<file path="config.mk">
export PLATFORM = sky130hd
export DESIGN_NAME = qlf_top
export DESIGN_NICKNAME = d
export VERILOG_FILES = /design/src/rtl/qlf_pkg.sv /design/src/rtl/qlf_align_check.sv /design/src/rtl/qlf_lane_pick.sv /design/src/rtl/qlf_top.sv
export SDC_FILE = /design/constraint.sdc
export NUM_CORES = 1
export LEC_CHECK = 0
export BUFFER_PORTS_ARGS = -buffer_cell sky130_fd_sc_hd__buf_4
export CAP_MARGIN = 20
export CORE_UTILIZATION = 56
export DETAILED_ROUTE_END_ITERATION = 8
export PLACE_DENSITY = 0.92
export RECOVER_POWER = 25
export SYNTH_ARGS = -nofsm -noshare
export SYNTH_HDL_FRONTEND = slang
export SYNTH_SLANG_ARGS = --single-unit
</file>
<file path="constraint.sdc">
create_clock -name clk -period 6.23 [get_ports clk]
set_input_delay 1.246 -clock clk [delete_from_list [all_inputs] [get_ports clk]]
set_output_delay 1.246 -clock clk [all_outputs]
set_load 0.05 [all_outputs]
</file>
<file path="src/rtl/qlf_pkg.sv">
package qlf_pkg;
  localparam int unsigned QLF_MAX_BYTES = 8;

  typedef enum logic [1:0] {
    QLF_SZ_1 = 2'd0,
    QLF_SZ_2 = 2'd1,
    QLF_SZ_4 = 2'd2,
    QLF_SZ_8 = 2'd3
  } qlf_size_e;

  // number of bytes minus one for a size code
  function automatic int unsigned qlf_len_m1(input logic [1:0] code);
    return (32'd1 << code) - 32'd1;
  endfunction
endpackage

</file>
<file path="src/rtl/qlf_align_check.sv">
module qlf_align_check #(
  parameter int unsigned BYTES = 8,
  localparam int unsigned OFF_W = $clog2(BYTES)
) (
  input  logic [OFF_W-1:0] off,
  input  logic [OFF_W-1:0] len_m1,
  output logic             misaligned
);
  // naturally aligned means the offset bits covered by the width are clear
  always_comb misaligned = |(off & len_m1);
endmodule

</file>
<file path="src/rtl/qlf_lane_pick.sv">
module qlf_lane_pick #(
  parameter int unsigned BYTES = 8,
  parameter int unsigned LANE  = 0,
  localparam int unsigned OFF_W = $clog2(BYTES)
) (
  input  logic [8*BYTES-1:0] quad,
  input  logic [OFF_W-1:0]   off,
  input  logic [OFF_W-1:0]   len_m1,
  input  logic               big,
  output logic [7:0]         lane_out
);
  localparam logic [OFF_W-1:0] LANE_C = OFF_W'(LANE);

  logic             active;
  logic [OFF_W-1:0] rel;
  logic [OFF_W-1:0] src;

  always_comb begin
    active   = (LANE_C <= len_m1);
    rel      = big ? (len_m1 - LANE_C) : LANE_C;
    src      = off + rel;
    lane_out = active ? quad[8*src +: 8] : 8'h00;
  end
endmodule

</file>
<file path="src/rtl/qlf_top.sv">
module qlf_top #(
  parameter int unsigned BYTES  = 8,
  parameter int unsigned ADDR_W = 16,
  localparam int unsigned OFF_W = $clog2(BYTES),
  localparam int unsigned DW    = 8 * BYTES
) (
  input  logic              clk,
  input  logic              rst,
  input  logic              req_valid,
  output logic              req_ready,
  input  logic [ADDR_W-1:0] req_addr,
  input  logic [1:0]        req_size,
  input  logic              req_big_endian,
  input  logic [DW-1:0]     req_quad,
  output logic              resp_valid,
  input  logic              resp_ready,
  output logic [DW-1:0]     resp_data,
  output logic              resp_fault
);
  import qlf_pkg::*;

  logic [OFF_W-1:0] off;
  logic [OFF_W-1:0] len_m1;
  logic             misaligned;
  logic [DW-1:0]    formatted;
  logic             accept;

  always_comb begin
    off    = req_addr[OFF_W-1:0];
    len_m1 = OFF_W'(qlf_len_m1(req_size));
    accept = req_valid && req_ready;
  end

  qlf_align_check #(.BYTES(BYTES)) u_align (
    .off        (off),
    .len_m1     (len_m1),
    .misaligned (misaligned)
  );

  for (genvar g = 0; g < BYTES; g++) begin : g_lane
    qlf_lane_pick #(.BYTES(BYTES), .LANE(g)) u_pick (
      .quad     (req_quad),
      .off      (off),
      .len_m1   (len_m1),
      .big      (req_big_endian),
      .lane_out (formatted[8*g +: 8])
    );
  end

  // a new request may enter when the output slot is empty or draining now
  assign req_ready = !resp_valid || resp_ready;

  always_ff @(posedge clk) begin
    if (rst) begin
      resp_valid <= 1'b0;
      resp_data  <= '0;
      resp_fault <= 1'b0;
    end else if (accept) begin
      resp_valid <= 1'b1;
      resp_fault <= misaligned;
      resp_data  <= misaligned ? '0 : formatted;
    end else if (resp_ready) begin
      resp_valid <= 1'b0;
    end
  end

  a_r2_resp_follows_accept: assert property (@(posedge clk) disable iff (rst)
    (req_valid && req_ready) |=> resp_valid);

  a_r2_no_spurious_resp: assert property (@(posedge clk) disable iff (rst)
    (!(req_valid && req_ready) && (!resp_valid || resp_ready)) |=> !resp_valid);

  a_r3_hold_while_stalled: assert property (@(posedge clk) disable iff (rst)
    (resp_valid && !resp_ready) |=> (resp_valid && $stable(resp_data) && $stable(resp_fault)));

  a_r4_byte_never_faults: assert property (@(posedge clk) disable iff (rst)
    (req_valid && req_ready && req_size == QLF_SZ_1) |=> !resp_fault);

  a_r8_fault_zero_data: assert property (@(posedge clk) disable iff (rst)
    (resp_valid && resp_fault) |-> (resp_data == '0));

  a_r10_byte_upper_zero: assert property (@(posedge clk) disable iff (rst)
    (req_valid && req_ready && req_size == QLF_SZ_1) |=> (resp_data[DW-1:8] == '0));
endmodule

</file>
Word level (Yosys, flattened, before mapping)
Index checks and enable logic that the tools add are counted.

word-level totals
  bits in registers = 66
  bits of input ports = 87
  word-level logic and storage cells = 61
  output and inout port bits = 67

operators by class
  reductions and logical operators = 5
  shift-type cells = 9
  bitwise logic cells = 1
  multiplexer cells = 19
  $add $sub $neg = 16
  $lt $le $gt $ge = 8

operators by type and width
  operator                                             count
  variable part select 64 x 7 -> 8 bit                 8
  two-way mux 64 bit                                   1
  two-way mux 8 bit                                    8
  adder 3 bit                                          8
  two-way mux 3 bit                                    8
  <= comparator 3 bit (first input constant)           4
  subtractor 3 bit (second input constant)             4
  <= comparator 1 x 3 -> 1 bit (first input constant)  2
  <= comparator 2 x 3 -> 1 bit (first input constant)  2
  subtractor 3 x 1 -> 3 bit (second input constant)    2
  subtractor 3 x 2 -> 3 bit (second input constant)    2
  AND 3 bit                                            1
  OR reduction 3 bit                                   1
  left shift 1 x 2 -> 3 bit (first input constant)     1
  two-way mux 1 bit                                    2
  nonzero test 2 bit                                   1
  logical AND 1 bit                                    1
  zero test 1 bit                                      1
  logical OR 1 bit                                     1

Logic depth before layout (Yosys ltp)
  word-level depth = 8
  gate-level depth with buffers = 12
  gate-level depth less buffers = 10

Hierarchy
Synthesis repeated with hierarchy kept, for this count alone.

unflattened totals
  cells, all modules = 699
  area total of the unflattened synthesis = 8,205.4 um^2

by module, submodules not included
  module                            cells an instance  area each (um^2)  instances  sequential area each (um^2)
  qlf_top                           310                2,835.2           1          1,321.3
  qlf_lane_pick (g_lane[1].u_pick)  61                 732.0             1          0.0
  qlf_lane_pick (g_lane[5].u_pick)  60                 729.4             1          0.0
  qlf_lane_pick (g_lane[3].u_pick)  47                 660.6             1          0.0
  qlf_lane_pick (g_lane[6].u_pick)  44                 659.4             1          0.0
  qlf_lane_pick (g_lane[7].u_pick)  46                 658.1             1          0.0
  qlf_lane_pick (g_lane[4].u_pick)  45                 651.9             1          0.0
  qlf_lane_pick (g_lane[2].u_pick)  47                 650.6             1          0.0
  qlf_lane_pick (g_lane[0].u_pick)  37                 614.3             1          0.0
  qlf_align_check                   2                  13.8              1          0.0

Worst setup path before layout
Ideal clock, no wire load.

  path kind = input to register
  start = in req_size[0]
  end = reg resp_data[37]
  data arrival time = 3.549 ns
  setup time = 0.127 ns
  required time = 6.103 ns
  stages = 11
  path buffers = 2
  setup slack = 2.553 ns
  path through = inv_1 ha_1 nand2b_1 inv_1 ha_1 fa_1 clkbuf_2 buf_1 mux4_2 mux2i_1 o2bb2ai_1

between the ends
  word-level cells in the longest chain between the ends = 8
  elaborated cells between the ends (all ways) = 11
  classes of those cells = add/sub (3); order compare (1); shift (2); mux (3); bitwise (1); reduce/logical (1)

RTL lines
  item                                  RTL line             text
  start, declared                       qlf_top.sv:12        input logic [1:0] req_size,
  left shift 1 x 2 -> 3 bit (*)         qlf_pkg.sv:13        return (32'd1 << code) - 32'd1;
  subtractor 3 x 1 -> 3 bit (*)         qlf_pkg.sv:13
  subtractor 3 bit                      qlf_lane_pick.sv:20  rel = big ? (len_m1 - LANE_C) : LANE_C;
  two-way mux 3 bit                     qlf_lane_pick.sv:20
  adder 3 bit                           qlf_lane_pick.sv:21  src = off + rel;
  variable part select 64 x 7 -> 8 bit  qlf_lane_pick.sv:22  lane_out = active ? quad[8*src +: 8] : 8'h00;
  two-way mux 8 bit                     qlf_lane_pick.sv:22
  two-way mux 64 bit (*)                qlf_top.sv:61        resp_data <= misaligned ? '0 : formatted;
  end signal, assigned                  qlf_top.sv:61
  end, declared                         qlf_top.sv:17        output logic [DW-1:0] resp_data,

Mark *: on every way between the ends. The rest lies on a longest branch, timed or not.
A chain may end at the register's enable or synchronous reset.

Worst setup path after layout
  start = in req_size[0]
  end = reg resp_data[22]

between the ends
  word-level cells in the longest chain between the ends = 8
  elaborated cells between the ends (all ways) = 11
  classes of those cells = add/sub (3); order compare (1); shift (2); mux (3); bitwise (1); reduce/logical (1)

RTL lines
  item                                  RTL line
  left shift 1 x 2 -> 3 bit (*)         qlf_pkg.sv:13
  subtractor 3 x 1 -> 3 bit (*)         qlf_pkg.sv:13
  subtractor 3 x 2 -> 3 bit             qlf_lane_pick.sv:20
  two-way mux 3 bit                     qlf_lane_pick.sv:20
  adder 3 bit                           qlf_lane_pick.sv:21
  variable part select 64 x 7 -> 8 bit  qlf_lane_pick.sv:22
  two-way mux 8 bit                     qlf_lane_pick.sv:22
  two-way mux 64 bit (*)                qlf_top.sv:61

Marked as above.

==> results.sh <==
export IMPL_numCtsBuffers=9
export IMPL_postPlaceCellArea_mm2=0.00580
export IMPL_crit_chain="buf_4 -> inv_1 -> ha_1 -> nand2b_1 -> inv_1 -> ha_2 -> inv_1 -> fa_1 -> mux4_2 -> mux2i_1 -> o2bb2ai_1"
export IMPL_setup_tns_ns=0
export IMPL_vias_per_cell=6.74
export IMPL_insertion_delay_ns=0.35
export IMPL_cp_max_fo=16
export IMPL_crit_top_cell="inv_1"
export IMPL_netlist_instances=348
export IMPL_fmax_ghz=0.249
export IMPL_wl_per_cell_um=23.1
export IMPL_die_height_um=93.9
export IMPL_synth_edf_count=0
export IMPL_final_area_mm2=0.00590
export IMPL_synth_nets=450
export IMPL_clock_sinks=66
export IMPL_cts_tree="yes"
export IMPL_chipWidth_um=93.9
export IMPL_grt_max_degree=65
export IMPL_tightest_slew_ns=1.12
export IMPL_vias=3914
export IMPL_initial_utilization=0.579
export IMPL_coreArea_mm2=0.00818
export IMPL_rr_startpoint="resp_valid$_SDFFE_PP0P_"
export IMPL_cp_start_kind="input port"
export IMPL_nNetsFinal=574
export IMPL_fin_crit_sh=0.644
export IMPL_postRouteAntennaNets=0
export IMPL_total_power_mw=1.45
export IMPL_yosysSeqAreaShare=0.279
export IMPL_wirelength_um=13400
export IMPL_grt_pass1_wl_um=20300
export IMPL_holdCritPathClass="flip-flop to flip-flop"
export IMPL_cts_clk_slew_worst_paths_ns=0.07
export IMPL_worstSetupPathType="input port to flip-flop"
export IMPL_yosys_area_top_type_share=0.305
export IMPL_synth_area_leaders="mux4_2 (30%), dfxtp_1 (28%), mux2i_1 (14%)"
export IMPL_clockBufferDepth=2
export IMPL_setup_viol=0
export IMPL_hpwl_um=9790
export IMPL_globalRouteOverflowTotal=0
export IMPL_cp_endpoint="resp_data[22]$_SDFFE_PP0P_"
export IMPL_fin_crit_ns=4.01
export IMPL_skew_ns=0.00852
export IMPL_syn_to_final_growth_pct=24.8
export IMPL_crit_start="req_size[0]"
export IMPL_cp_data_arrival_time_ns=4.23
export IMPL_synth_most_common_cell="dfxtp_1"
export IMPL_final_hold_viol_count=0
export IMPL_synth_seq_cells=66
export IMPL_cts_hold_buf=0
export IMPL_yosys_top_cells_count="dfxtp_1 (66), mux2i_1 (64), mux4_2 (64), o2bb2ai_1 (64)"
export IMPL_synth_distinct_cells=31
export IMPL_crit_slowest_cell="fa_1"
export IMPL_reg2regPathDepth=5
export IMPL_syn_area_mm2=0.00473
export IMPL_post_cts_buffers=0
export IMPL_layout_drive_gt1_share=0.420
export IMPL_htreeDepth=3
export IMPL_r2r_end="resp_data[57]$_SDFFE_PP0P_"
export IMPL_synthArstFlopShare=0
export IMPL_rsz0062_at_grt="false"
export IMPL_critPathRequiredTime_ns=6.45
export IMPL_row_count=33
export IMPL_cts_root_buf="clkbuf_8"
export IMPL_dieArea_mm2=0.00882
export IMPL_end_kind="flip-flop"
export IMPL_max_slew_margin_rel=0.252
export IMPL_drc=0
export IMPL_cts_repair_resized=0
export IMPL_postSynthAreaPerCell_um2=13.6
export IMPL_drt_pre_antenna_iters=5
export IMPL_drv_slew=0
export IMPL_synth_largest_area_cell="mux4_2"
export IMPL_synth_flop_cell="dfxtp_1"
export IMPL_io_buffers=140
export IMPL_rrSetupSlack_ns=3.92
export IMPL_grt_pass1_vias=3845
export IMPL_p_per_area_mw_per_mm2=245
export IMPL_antenna_cells=0
export IMPL_crit_path_max_incr_delay_ns=1.09
export IMPL_track_usage=0.314
export IMPL_drt_iter0_drc=352
export IMPL_p_leak_nw=2.40
export IMPL_gp_congestion=0.945
export IMPL_outcome="completed"
export IMPL_peakVddDrop_uv=132
export IMPL_synth_warnings=0
export IMPL_antenna_found_initial=0
export IMPL_ios=154
export IMPL_maxCapViolations=0
==> layer usage <==
layer | vias up | share of wire | GRT usage | routed length [um]
met5 | - | 0 | 0 | 0
met4 | 0 | 0.036 | 0.147 | 488
met3 | 37 | 0.11 | 0.0647 | 1460
met2 | 270 | 0.47 | 0.505 | 6340
met1 | 1938 | 0.38 | 0.407 | 5120
li1 | 1669 | - | - | -
==> layout by cell type, fill, tap and decap left out, drive strengths merged <==
cell,count
o2bb2ai,64
and2,2
a21bo,1
nand4b,1
mux2i,64
a311oi,1
dfxtp,66
clkbuf,46
xnor2,4
nand2b,1
nand2,2
o31ai,1
ha,11
bufinv,1
xnor3,2
nor2,8
clkinv,1
fa,4
nor3b,1
nand3,1
nor2b,6
and2b,1
nand4,3
mux4,64
xor2,3
inv,7
buf,110
==> power breakdown <==
group          leakage, nW  switching (mW)  total [mW]  internal (mW)
logic                 1.76           0.328       0.619          0.291
clock network        0.106           0.165       0.380          0.215
registers            0.534         0.00945       0.446          0.436
total                 2.40           0.503        1.45          0.942
==> per-stage QoR <==
stage,hold slack (ns),util,cells,setup WS (ns)
CTS,0.469,0.734,580,2.23
finish,0.461,0.722,581,2.22
floorplan,0.698,-,348,2.55
global route,0.477,0.722,581,2.10
global placement,0.447,0.709,565,1.99
detailed placement,0.448,0.709,565,1.86
==> sequential cells by signal (all words and copies together), names as in the netlist <==
name and count:
resp_fault 1, resp_valid 1, resp_data 64
==> area by class of cell <==
| class | count | area (um2) |
|---|---|---|
| inverter | 7 | 26.3 |
| tap | 105 | 131 |
| multi-input combinational | 245 | 3250 |
| fill | 594 | 2270 |
| clock buffer | 13 | 169 |
| sequential | 66 | 1320 |
| timing repair buffer | 143 | 966 |
| clock inverter | 2 | 35.0 |
==> logic make-up after synthesis <==
| kind of cell | synth area share |
|---|---|
| mux | 0.440 |
| buf+inv | 0.0357 |
| fa+ha+maj | 0.0460 |
| xor+xnor | 0.0439 |
| compound gates | 0.125 |
| simple gates | 0.0299 |
| flops | 0.279 |
==> critical path, delay by kind of cell <==
family | cells | cell delay (ns)
AOI/OAI and AO/OA | 1 | 0.08
and+or+nand+nor | 1 | 0.21
muxes | 2 | 0.82
buffers and inverters | 4 | 0.34
adders and majority gates | 3 | 1.53
==> worst min path at each step <==
stage / start / endpoint / slack (ns) / depth (start not counted)
after floorplan: resp_data[16]$_SDFFE_PP0P_ / resp_data[16]$_SDFFE_PP0P_ / 0.70 / 1
after global placement: resp_data[6]$_SDFFE_PP0P_ / resp_data[6]$_SDFFE_PP0P_ / 0.45 / 1
after detailed placement: resp_data[1]$_SDFFE_PP0P_ / resp_data[1]$_SDFFE_PP0P_ / 0.45 / 1
after CTS: resp_data[1]$_SDFFE_PP0P_ / resp_data[1]$_SDFFE_PP0P_ / 0.47 / 1
after global routing: resp_data[40]$_SDFFE_PP0P_ / resp_data[40]$_SDFFE_PP0P_ / 0.48 / 1
final: resp_data[15]$_SDFFE_PP0P_ / resp_data[15]$_SDFFE_PP0P_ / 0.46 / 1
(Power assumes the default switching activity.)
